--- src/rtl/rsig_pkg.sv ---
package rsig_pkg;
    typedef enum logic [2:0] {
        OPK_NONE    = 3'd0,
        OPK_EMIT    = 3'd1,
        OPK_SUSTAIN = 3'd2,
        OPK_POLL    = 3'd3,
        OPK_TEST    = 3'd4,
        OPK_EITHER  = 3'd5
    } opk_t;

    typedef enum logic [1:0] {
        ST_IDLE   = 2'd0,
        ST_POLL   = 2'd1,
        ST_EITHER = 2'd2
    } wst_t;

    typedef enum logic [1:0] {
        OM_QUIET = 2'd0,
        OM_PULSE = 2'd1,
        OM_HELD  = 2'd2
    } omode_t;
endpackage

--- src/rtl/rsig_sync.sv ---
module rsig_sync #(
    parameter int W      = 16,
    parameter int STAGES = 2
) (
    input  logic         clk,
    input  logic         rst_n,
    input  logic [W-1:0] din,
    output logic [W-1:0] dout
);
    logic [W-1:0] stg [STAGES];

    always_ff @(posedge clk) begin
        if (!rst_n) stg[0] <= '0;
        else        stg[0] <= din;
    end

    for (genvar i = 1; i < STAGES; i++) begin : g_stage
        always_ff @(posedge clk) begin
            if (!rst_n) stg[i] <= '0;
            else        stg[i] <= stg[i-1];
        end
    end

    assign dout = stg[STAGES-1];
endmodule

--- src/rtl/rsig_emit.sv ---
module rsig_emit
    import rsig_pkg::*;
#(
    parameter int NSIG = 16
) (
    input  logic            clk,
    input  logic            rst_n,
    input  logic            clr,
    input  logic            accept,
    input  opk_t            kind,
    input  logic [NSIG-1:0] mask,
    output logic [NSIG-1:0] sig_out
);
    omode_t          mode_q, mode_d;
    logic [NSIG-1:0] out_q, out_d;

    always_ff @(posedge clk) begin
        if (!rst_n) begin
            mode_q <= OM_QUIET;
            out_q  <= '0;
        end else begin
            mode_q <= mode_d;
            out_q  <= out_d;
        end
    end

    always_comb begin
        mode_d = mode_q;
        out_d  = out_q;
        if (clr) begin
            mode_d = OM_QUIET;
            out_d  = '0;
        end else if (accept && kind inside {OPK_EMIT, OPK_SUSTAIN, OPK_POLL, OPK_TEST, OPK_EITHER}) begin
            unique case (kind)
                OPK_EMIT: begin
                    mode_d = OM_PULSE;
                    out_d  = mask;
                end
                OPK_SUSTAIN: begin
                    mode_d = OM_HELD;
                    out_d  = mask;
                end
                default: begin
                    mode_d = OM_QUIET;
                    out_d  = '0;
                end
            endcase
        end else begin
            unique case (mode_q)
                OM_HELD: begin
                    mode_d = OM_HELD;
                    out_d  = out_q;
                end
                default: begin
                    mode_d = OM_QUIET;
                    out_d  = '0;
                end
            endcase
        end
    end

    assign sig_out = out_q;

    AST_EMIT_COPY: assert property (@(posedge clk) disable iff (!rst_n)
        (accept && kind == OPK_EMIT && !clr) |=> sig_out == $past(mask));
    AST_PULSE_ENDS: assert property (@(posedge clk) disable iff (!rst_n)
        (accept && kind == OPK_EMIT && !clr) ##1 (!accept && !clr) |=> sig_out == '0);
    AST_SUSTAIN_KEEPS: assert property (@(posedge clk) disable iff (!rst_n)
        (mode_q == OM_HELD && !accept && !clr) |=> $stable(sig_out));
    AST_CLR_ZERO: assert property (@(posedge clk) disable iff (!rst_n)
        clr |=> sig_out == '0);
endmodule

--- src/rtl/rsig_wait.sv ---
module rsig_wait
    import rsig_pkg::*;
#(
    parameter int NSIG  = 16,
    parameter int ADDRW = 16,
    localparam int SELW = $clog2(NSIG)
) (
    input  logic             clk,
    input  logic             rst_n,
    input  logic             clr,
    input  logic             op_valid,
    input  opk_t             kind,
    input  logic [SELW-1:0]  sel_a,
    input  logic [SELW-1:0]  sel_b,
    input  logic [ADDRW-1:0] addr,
    input  logic [NSIG-1:0]  sir,
    output logic             hold,
    output logic             take,
    output logic [ADDRW-1:0] br_addr,
    output logic             idle
);
    wst_t             st_q, st_d;
    logic [SELW-1:0]  sel_a_q, sel_b_q;
    logic [ADDRW-1:0] addr_q;

    always_ff @(posedge clk) begin
        if (!rst_n) begin
            st_q    <= ST_IDLE;
            sel_a_q <= '0;
            sel_b_q <= '0;
            addr_q  <= '0;
        end else begin
            st_q <= st_d;
            if (st_q == ST_IDLE) begin
                sel_a_q <= sel_a;
                sel_b_q <= sel_b;
                addr_q  <= addr;
            end
        end
    end

    always_comb begin
        st_d    = st_q;
        hold    = 1'b0;
        take    = 1'b0;
        br_addr = (st_q == ST_IDLE) ? addr : addr_q;
        unique case (st_q)
            ST_IDLE: begin
                if (op_valid && !clr) begin
                    if (kind == OPK_POLL) begin
                        if (!sir[sel_a]) begin
                            hold = 1'b1;
                            st_d = ST_POLL;
                        end
                    end else if (kind == OPK_TEST) begin
                        take = sir[sel_a];
                    end else if (kind == OPK_EITHER) begin
                        if (sir[sel_a]) begin
                            take = 1'b0;
                        end else if (sir[sel_b]) begin
                            take = 1'b1;
                        end else begin
                            hold = 1'b1;
                            st_d = ST_EITHER;
                        end
                    end
                end
            end
            ST_POLL: begin
                if (clr || sir[sel_a_q]) st_d = ST_IDLE;
                else                     hold = 1'b1;
            end
            ST_EITHER: begin
                if (clr || sir[sel_a_q]) begin
                    st_d = ST_IDLE;
                end else if (sir[sel_b_q]) begin
                    take = 1'b1;
                    st_d = ST_IDLE;
                end else begin
                    hold = 1'b1;
                end
            end
            default: st_d = ST_IDLE;
        endcase
    end

    assign idle = (st_q == ST_IDLE);

    AST_HOLD_OR_TAKE: assert property (@(posedge clk) disable iff (!rst_n)
        !(hold && take));
    AST_HOLD_ENTERS_WAIT: assert property (@(posedge clk) disable iff (!rst_n)
        hold |=> !idle);
    AST_CLR_RELEASES: assert property (@(posedge clk) disable iff (!rst_n)
        clr |=> idle);
    AST_WAIT_STABLE_SEL: assert property (@(posedge clk) disable iff (!rst_n)
        (!idle && !$past(idle)) |-> $stable(addr_q));
endmodule

--- src/rtl/rsig_unit.sv ---
module rsig_unit
    import rsig_pkg::*;
#(
    parameter int NSIG   = 16,
    parameter int ADDRW  = 16,
    parameter int FIELDW = 25,
    parameter int SYNC_STAGES = 2
) (
    input  logic              clk,
    input  logic              rst_n,
    input  logic [NSIG-1:0]   sig_in,
    input  logic              op_valid,
    input  logic [2:0]        op_kind,
    input  logic [FIELDW-1:0] op_field,
    input  logic              preempt_clr,
    output logic [NSIG-1:0]   sig_out,
    output logic              hold,
    output logic              take_branch,
    output logic [ADDRW-1:0]  branch_addr
);
    localparam int SELW   = $clog2(NSIG);
    localparam int MASK_LO = FIELDW - NSIG;
    localparam int SA_LO  = MASK_LO - SELW;
    localparam int SB_LO  = SA_LO - SELW;

    opk_t             kind;
    logic [NSIG-1:0]  sir;
    logic             idle;
    logic             accept;

    assign kind   = opk_t'(op_kind);
    assign accept = op_valid && idle && !preempt_clr;

    rsig_sync #(.W(NSIG), .STAGES(SYNC_STAGES)) u_sync (
        .clk  (clk),
        .rst_n(rst_n),
        .din  (sig_in),
        .dout (sir)
    );

    rsig_emit #(.NSIG(NSIG)) u_emit (
        .clk    (clk),
        .rst_n  (rst_n),
        .clr    (preempt_clr),
        .accept (accept),
        .kind   (kind),
        .mask   (op_field[FIELDW-1:MASK_LO]),
        .sig_out(sig_out)
    );

    rsig_wait #(.NSIG(NSIG), .ADDRW(ADDRW)) u_wait (
        .clk     (clk),
        .rst_n   (rst_n),
        .clr     (preempt_clr),
        .op_valid(op_valid),
        .kind    (kind),
        .sel_a   (op_field[SA_LO +: SELW]),
        .sel_b   (op_field[SB_LO +: SELW]),
        .addr    (op_field[FIELDW-1 -: ADDRW]),
        .sir     (sir),
        .hold    (hold),
        .take    (take_branch),
        .br_addr (branch_addr),
        .idle    (idle)
    );

    AST_RESET_QUIET: assert property (@(posedge clk)
        !rst_n |=> (sig_out == '0 && !hold));
    AST_BUSY_IGNORES: assert property (@(posedge clk) disable iff (!rst_n)
        (!idle && op_valid && kind == OPK_EMIT && !preempt_clr && $past(sig_out) == '0 && sig_out == '0) |=> sig_out == '0);
endmodule

--- config.mk ---
export PLATFORM = sky130hd
export DESIGN_NAME = rsig_unit
export DESIGN_NICKNAME = d
export VERILOG_FILES = /design/src/rtl/rsig_pkg.sv /design/src/rtl/rsig_sync.sv /design/src/rtl/rsig_emit.sv /design/src/rtl/rsig_wait.sv /design/src/rtl/rsig_unit.sv
export SDC_FILE = /design/constraint.sdc
export NUM_CORES = 1
export LEC_CHECK = 0
export ABC_AREA = 0
export CAP_MARGIN = 20
export CORE_ASPECT_RATIO = 1.75
export CORE_MARGIN = 2
export CORE_UTILIZATION = 28
export DETAILED_ROUTE_END_ITERATION = 10
export DONT_BUFFER_PORTS = 1
export GPL_ROUTABILITY_DRIVEN = 0
export GPL_TIMING_DRIVEN = 0
export PLACE_DENSITY_LB_ADDON = 0.15
export SLEW_MARGIN = 10
export SYNTH_ARGS = -nofsm -noshare
export SYNTH_HDL_FRONTEND = slang
export SYNTH_HIERARCHICAL = 1
export SYNTH_SLANG_ARGS = --single-unit
--- constraint.sdc ---
create_clock -name clk -period 3.49 [get_ports clk]
set_input_delay 0.349 -clock clk [delete_from_list [all_inputs] [get_ports clk]]
set_output_delay 0.349 -clock clk [all_outputs]
set_load 0.05 [all_outputs]
==> flow_summary.toml, run 1 <==
[placed_design]
detailed_place_hpwl_um = 5770
io_buffers = 0
placedCellCount = 428
place_area_mm2 = 0.00335
post-place-ws_ps = 684

[critical_path]
worstSetupPathType = "flop to output pin"
slowest_stage = "o32ai_2"
r2r_slack_ps = 910
worstSetupEndpoint = "hold"
cp_top_family = "compound AO/OA/AOI/OAI gates"
worst_setup_path_end_kind = "output pin"
rr_endpoint = "u_emit/sig_out[9]$_SDFFE_PP0P_"
cp-start-kind = "flop"
cp.required_ps = 3140
crit_path_start = "u_sync/stg[1][10]$_SDFF_PN0_"
path_buf_inv = 0
arrival_ps = 2610
crit_chain = "mux4_1 -> mux2_2 -> a22o_1 -> o32ai_2"
rr_worst_depth = 9
r2r-start = "u_wait/st_q[0]$_SDFFE_PN0P_"
crit_fanout = 4
max_stage_delay_ps = 820
crit_cells = 4

[cts]
insertion_delay_ps = 330
clkSinkCount = 76
cts_root_buf = "clkbuf_16"
clk_path_buf_depth = 2
postCtsSetupBuffers = 0
cts_resized = 0
cts_tree = "built"
htree_levels = 3
clk_pin_slew_ps = 60
cts_buffers = 9
postCtsHoldBufs = 0

[floorplanning]
initial_core_util_pct = 28.7
fp.dieH_um = 145
core_area_mm2 = 0.0111
die-area_mm2 = 0.0123
io-pin-count = 82
rows = 51
die_width_um = 84.6

[cells_and_area]
area_growth_pct = 14.7
diodes = 0
seq_area_mm2 = 0.00152
mostFrequentLayoutCell = "dfxtp_1"
mostFrequentLayoutCells = "dfxtp_1, nand2_1, and2_2"
drive_gt1_share_pct = 25.6
stdcell_count = 444
final_nets = 355
final_area_mm2 = 0.00365
multiInputGateArea_mm2 = 0.00158
nFillCells = 1139

[timing]
hold_viol = 0
report.final.slew_viol_count = 0
finalSetupViolations = 0
fmax_mhz = 337
setup_ws_ps = 526
relSlewSlack_pct = 39.6
rsz0062_at_grt = "false"
period_share_pct = 84.9
min_period_ps = 2960
holdWs_ps = 85.1
setup-tns-final_ps = 0
tightest_slew_ps = 908
skew_ps = 4.61

[logic_synthesis]
synth_top_cell_by_area = "dfxtp_1"
yosysWarnings = 6
syn_area_mm2 = 0.00318
async_flop_share_pct = 0
yosysTopAreaCellShare_pct = 47.8
syn_avg_cell_area_um2 = 10.7
yosysUniqueCellTypes = 44
synth-edff-count = 0
synth_area_leaders = "dfxtp_1, mux4_2, nand2_1"
synthCells = 296
yosysSeqAreaShare_pct = 47.8
ys_seq_elements = 76
ys.flop_type = "dfxtp_1"
syn-num-nets = 344

[global_route]
grt_use_total_pct = 12.7
globalRouteOverflowTotal = 0
grt_pass1_wl_um = 12000
use_met3_pct = 4.78
grt_pass1_vias = 2270
met2_usage_pct = 24.9
grt_max_degree = 17
antenna_found_initial = 0
grtUsageMet1_pct = 10.9
busiest_layer = "met2"

[power_and_ir_drop]
p_seq_share_pct = 46.5
pwr-share-clk_pct = 45.5
p_sw_share_pct = 23.8
power.share.combinational_pct = 8.0
power_density_mw_per_mm2 = 547
peakVddDrop_v = 0.000324
switchingPower_uw = 475
p_leak_nw = 1.48
p_int_mw = 1.52

[worst_hold_path]
hold_class = "input port to flop"

[routing]
dr_total_vias = 2185
ant_nets = 0
drtIter0Drc = 54
drt-total-wl_um = 7540
vias_per_cell = 4.92
firstDrtPassIters = 4
wl_per_cell_um = 17.0
drc_errors = 0

[status]
status = "complete, no violations"

[run]
drv_cap = 0
Yosys cell counts (all sizes together), types with 2 or more instances:
cell    instances
and3b           2
nand2          68
nor3b           3
buf             4
nor2b           3
mux2            3
nor2            2
a21boi          8
and2b           2
nor3            4
a22o           18
mux2i           8
mux4           15
dfxtp          76
and2           49
clkbuf         10
state kept, by name, indices dropped and copies added (netlist names):
name and flops:
u_emit/mode_q 2, u_emit/sig_out 16, u_sync/stg 32, u_wait/addr_q 16, u_wait/sel_a_q 4, u_wait/sel_b_q 4
u_wait/st_q 2
through the flow:
stage | power (mW) | util [%]
3_3_place_gp | 1.11 | 30.1
4_1_cts | 2.04 | 32.9
3_5_place_dp | 1.11 | 30.2
6_report | 2.00 | 32.9
2_1_floorplan | 1.08 | -
5_1_grt | 2.08 | 32.9
area by class of cell:
cell class                 count  share of cell area, %
multi-input combinational    205                   43.2
clock buffer                  10                   6.28
sequential                    76                   41.7
tap                          132                   4.53
buffer                        14                   2.40
inverter                       1                  0.103
clock inverter                 6                   1.78
power by group through the flow:
stage / clock network (mW) / logic [mW] / registers, mW
finish: 0.909 / 0.160 / 0.928
global route: 0.975 / 0.175 / 0.932
CTS: 0.944 / 0.163 / 0.929
detailed placement: 0 / 0.162 / 0.948
global placement: 0 / 0.160 / 0.947
floorplan: 0 / 0.141 / 0.939
how the worst min path moves through the flow:
stage	start	endpoint	cells past startpoint
3_3_place_gp	u_sync/stg[0][14]$_SDFF_PN0_	u_sync/stg[1][14]$_SDFF_PN0_	1
2_1_floorplan	u_sync/stg[0][14]$_SDFF_PN0_	u_sync/stg[1][14]$_SDFF_PN0_	1
5_1_grt	op_kind[1]	u_emit/mode_q[0]$_SDFF_PP0_	1
3_5_place_dp	u_sync/stg[0][14]$_SDFF_PN0_	u_sync/stg[1][14]$_SDFF_PN0_	1
6_report	op_kind[1]	u_emit/mode_q[0]$_SDFF_PP0_	1
4_1_cts	op_kind[1]	u_emit/mode_q[0]$_SDFF_PP0_	1
kinds of logic after synthesis:
family          Yosys count  synth area share, %
buf+inv                  15                 2.87
flops                    76                 47.8
mux                      26                 14.5
xor+xnor                  1                0.275
compound gates           38                 10.1
simple gates            140                 24.4
per-layer routing:
layer	vias to the layer above	share of wire (%)
met4	0	1.8
met3	8	7.9
met2	70	57
met5	-	0
li1	1059	-
met1	1048	33
Power figures use the tool's default switching activity.
==> run 2, diff against run 1 <==
==> constraint.sdc (replaced) <==
create_clock -name clk -period 2.6 [get_ports clk]
set_input_delay 0.26 -clock clk [delete_from_list [all_inputs] [get_ports clk]]
set_output_delay 0.26 -clock clk [all_outputs]
set_load 0.05 [all_outputs]
==> flow_summary.toml, run 2 (synthesis gave the netlist of run 1 again) <==
[status]
status = "complete, no violations"

[floorplanning]
initial_core_util_pct = 28.7
die-area_mm2 = 0.0123
fp.dieH_um = 145
rows = 51
io-pin-count = 82
die_width_um = 84.6
core_area_mm2 = 0.0111

[placed_design]
post-place-ws_ps = -56.5
placedCellCount = 428
place_area_mm2 = 0.00335
io_buffers = 0
detailed_place_hpwl_um = 5660

[timing]
setup_ws_ps = 21.3
skew_ps = 4.91
holdWs_ps = 51.4
tightest_slew_ps = 699
hold_viol = 0
relSlewSlack_pct = 53.4
report.final.slew_viol_count = 0
rsz0062_at_grt = "true"
finalSetupViolations = 0
period_share_pct = 99.2
setup-tns-final_ps = 0
min_period_ps = 2580
fmax_mhz = 388

[cells_and_area]
mostFrequentLayoutCell = "dfxtp_1"
fin_util_pct = 33.9
drive_gt1_share_pct = 31.1
diodes = 0
mostFrequentLayoutCells = "dfxtp_1, nand2_1, and2_2"
top_register = "u_sync/stg"
final_area_mm2 = 0.00377
stdcell_count = 447
final_nets = 358
area_growth_pct = 18.4
largest_reg_flops = 32

[critical_path]
arrival_ps = 2320
cp.required_ps = 2340
slowest_stage = "mux4_2"
crit_chain = "mux4_2 -> mux2_4 -> a22o_4 -> and4b_1 -> or3_4"
worst_setup_path_end_kind = "output pin"
path_buf_inv = 0
cp-start-kind = "flop"
cp_top_family = "multiplexers"
max_stage_delay_ps = 480
crit_fanout = 4
worstSetupPathType = "flop to output pin"

[run]
drv_cap = 0

[cts]
insertion_delay_ps = 330
htree_levels = 3
cts_tree = "built"
clkSinkCount = 76
clk_pin_slew_ps = 60
clk_path_buf_depth = 2
cts_buffers = 9
cts_root_buf = "clkbuf_16"

[power_and_ir_drop]
p_seq_share_pct = 43.7
peakVddDrop_v = 0.000427
p_sw_share_pct = 23.3
switchingPower_uw = 665
power.share.combinational_pct = 8.1
p_leak_nw = 1.52
p_int_mw = 2.19
pwr-share-clk_pct = 48.2
power.total_mw = 2.85
power_density_mw_per_mm2 = 757

[global_route]
grt_max_degree = 17
grt_use_total_pct = 12.5
globalRouteOverflowTotal = 0
grt_pass1_wl_um = 11900
grt_pass1_vias = 2227
antenna_found_initial = 0

[routing]
met1_length_um = 2630
drtIter0Drc = 65
drc_errors = 0
dr_wl_met3_um = 572
drt-total-wl_um = 7470
dr_total_vias = 2182
wl_per_cell_um = 16.7
firstDrtPassIters = 4
vias_per_cell = 4.88
ant_nets = 0
top_layer = "met4"
wl_met2_um = 4130

[worst_hold_path]
hold_class = "input port to flop"
run 2: cell types whose count changed in the layout (fill, tap and decap cells not counted), sizes merged:
cell / before / now
clkinvlp: 1 / 2
inv: 1 / 3
bufinv: 1 / 2
clkinv: 4 / 0
dlygate4sd3: 0 / 1
buf: 4 / 6
run 2: per-layer routing:
metal | global-route usage (%) | vias up
met5 | 0 | -
met4 | 4.92 | 0
met3 | 5.06 | 7
met2 | 22.8 | 78
met1 | 12.4 | 1036
li1 | - | 1061
run 2: final timing paths:
| check | startpoint | end | slack, ps | cells past startpoint |
|---|---|---|---|---|
| setup reg to reg | u_wait/st_q[1]$_SDFFE_PN0P_ | u_emit/sig_out[5]$_SDFFE_PP0P_ | 290 | 9 |
| hold reg to reg | u_sync/stg[0][14]$_SDFF_PN0_ | u_sync/stg[1][14]$_SDFF_PN0_ | 440 | 1 |
| hold / removal | op_field[18] | u_emit/sig_out[9]$_SDFFE_PP0P_ | 50 | 1 |
| setup / recovery | u_sync/stg[1][14]$_SDFF_PN0_ | take_branch | 20 | 5 |
run 2: layout make-up:
type	count	area (um2)
Fill cell	1138	7340
Buffer	14	88.8
Tap cell	132	165
Clock inverter	6	95.1
Inverter	1	3.75
Clock buffer	10	239
Multi-Input combinational cell	205	1620
Sequential cell	76	1530
Timing Repair Buffer	3	25.0
run 2: power by group through the flow:
| stage | clock, mW | combinational (mW) | sequential [mW] |
|---|---|---|---|
| 2_1_floorplan | 0 | 0.191 | 1.26 |
| 3_3_place_gp | 0 | 0.216 | 1.27 |
| 3_5_place_dp | 0 | 0.219 | 1.27 |
| 4_1_cts | 1.43 | 0.232 | 1.25 |
| 5_1_grt | 1.48 | 0.249 | 1.25 |
| 6_report | 1.37 | 0.231 | 1.25 |
run 2: worst register-to-register path, stage by stage, from the launching register on:
cell and delay (ps):
dfxtp_1 350, or2_2 310, buf_6 140, inv_2 120, clkbuf_2 280, and3b_1 250
nand4bb_2 190, nor2_4 250, buf_4 220, a22o_1 140
run 2: timing repair:
| item | in CTS | in global routing |
|---|---|---|
| cloned | 0 | 0 |
| hold buffers | 1 | 0 |
| setup buffers | 2 | 0 |
| endpoints found under the setup margin | 2 | 12 |
| pin swaps | 3 | 2 |
| endpoints found under the hold margin | 1 | 0 |
| resized for setup | 15 | 5 |
==> run 3, diff against run 2 <==
--- a/config.mk
+++ b/config.mk
@@ -7,9 +7,10 @@
 export LEC_CHECK = 0
 export ABC_AREA = 0
 export CAP_MARGIN = 20
-export CORE_ASPECT_RATIO = 1.75
+export CORE_ASPECT_RATIO = 0.9
 export CORE_MARGIN = 2
 export CORE_UTILIZATION = 28
+export CTS_BUF_LIST = sky130_fd_sc_hd__clkbuf_2 sky130_fd_sc_hd__clkbuf_4 sky130_fd_sc_hd__clkbuf_8
 export DETAILED_ROUTE_END_ITERATION = 10
 export DONT_BUFFER_PORTS = 1
 export GPL_ROUTABILITY_DRIVEN = 0
==> flow_summary.toml, run 3 (synthesis gave the netlist of run 1 again) <==
[timing]
finalSetupViolations = 1
relSlewSlack_pct = 59.1
rsz0062_at_grt = "true"
hold_viol = 0
tightest_slew_ps = 613
setup_ws_ps = -27.0
holdWs_ps = 27.7
skew_ps = 8.27
min_period_ps = 2630
fmax_mhz = 381
report.final.slew_viol_count = 0
period_share_pct = 101

[floorplanning]
fp.dieH_um = 105
core_area_mm2 = 0.0109
rows = 36
initial_core_util_pct = 29.1
die_width_um = 116
io-pin-count = 82
die-area_mm2 = 0.0122

[critical_path]
cp-start-kind = "flop"
crit_fanout = 4
cp.required_ps = 2340
worst_setup_path_end_kind = "output pin"
worstSetupPathType = "flop to output pin"
arrival_ps = 2370

[cells_and_area]
mostFrequentLayoutCells = "dfxtp_1, nand2_1, and2_2"
drive_gt1_share_pct = 31.9
top_register = "u_sync/stg"
diodes = 0
area_growth_pct = 14.5
final_area_mm2 = 0.00364
final_nets = 360
largest_reg_flops = 32

[routing]
wl_per_cell_um = 15.3
drtIter0Drc = 114
ant_nets = 0
drt-total-wl_um = 7190
drc_errors = 0
vias_per_cell = 4.58
dr_total_vias = 2148
firstDrtPassIters = 4

[global_route]
grt_pass1_wl_um = 11800
grt_use_total_pct = 12.6
grt_pass1_vias = 2141
grt_max_degree = 17
globalRouteOverflowTotal = 0
antenna_found_initial = 0

[status]
violations = "setup timing"
status = "finished, violations left"

[power_and_ir_drop]
p_leak_nw = 1.46
power_density_mw_per_mm2 = 625
peakVddDrop_v = 0.000241

[cts]
clk_path_buf_depth = 2
cts_tree = "built"
cts_root_buf = "clkbuf_8"
clk_pin_slew_ps = 80
insertion_delay_ps = 350
htree_levels = 3
cts_buffers = 9
clkSinkCount = 76

[worst_hold_path]
hold_class = "input port to flop"

[placed_design]
io_buffers = 0
place_area_mm2 = 0.00338
detailed_place_hpwl_um = 5330

[run]
drv_cap = 0
-- run 3: changes by cell type in the layout (fill, tap and decap cells not counted), sizes merged --
cell      previous run  this run
buf                  6         8
bufinv               2         0
clkinv               0         4
clkinvlp             2         1
inv                  3         2
-- run 3: path summary, 6_finish.rpt --
check	start	endpoint	slack, ps	cells past startpoint
setup / recovery	u_sync/stg[1][15]$_SDFF_PN0_	take_branch	-30	5
hold / removal	op_field[11]	u_emit/sig_out[2]$_SDFFE_PP0P_	30	1
setup reg to reg	u_wait/st_q[1]$_SDFFE_PN0P_	u_emit/sig_out[4]$_SDFFE_PP0P_	300	9
hold reg to reg	u_sync/stg[0][13]$_SDFF_PN0_	u_sync/stg[1][13]$_SDFF_PN0_	450	1
-- run 3: timing repair --
| item | in CTS | in global routing |
|---|---|---|
| pin swaps | 2 | 2 |
| endpoints found under the hold margin | 1 | 0 |
| buffers inserted | 3 | 1 |
| gates resized for setup | 18 | 4 |
| endpoints found under the setup margin | 2 | 13 |
| hold buffers | 1 | 0 |
-- run 3: power by group --
group	internal [mW]	switching, mW
Sequential	1.21	0.0320
Combinational	0.0989	0.134
Clock	0.357	0.445
-- run 3: through the flow --
step	setup TNS (ps)	power, mW	instances	setup WS [ps]	util (%)
floorplan	0	1.45	296	147	-
global placement	-15.2	1.49	448	-15.2	30.9
detailed placement	-35.0	1.49	448	-35.0	30.9
CTS	-31.1	2.31	468	-31.1	33.2
global route	-208	2.39	469	-110	33.3
finish	-27.0	2.28	469	-27.0	33.3
-- run 3: final cells by class --
| class | count | area, um2 |
|---|---|---|
| Sequential cell | 76 | 1530 |
| Buffer | 14 | 91.3 |
| Clock buffer | 10 | 131 |
| Tap cell | 152 | 190 |
| Timing Repair Buffer | 5 | 40.0 |
| Multi-Input combinational cell | 205 | 1620 |
| Clock inverter | 6 | 40.0 |
| Fill cell | 1129 | 7300 |
| Inverter | 1 | 3.75 |
-- run 3: routing by layer --
layer	GRT usage, %	part of all wire [%]	up-vias	wire (um)
met1	16.7	45	1018	3250
li1	-	-	1065	-
met4	3.83	1.1	0	81
met3	5.16	7.7	9	556
met2	18.8	46	56	3300
met5	0	0	-	0
-- run 3: critical path, cell delays in order (launching register included) --
cell,delay (ps)
dfxtp_2,340
mux4_2,460
mux2_4,280
a22o_4,280
and4b_1,180
or3_4,480
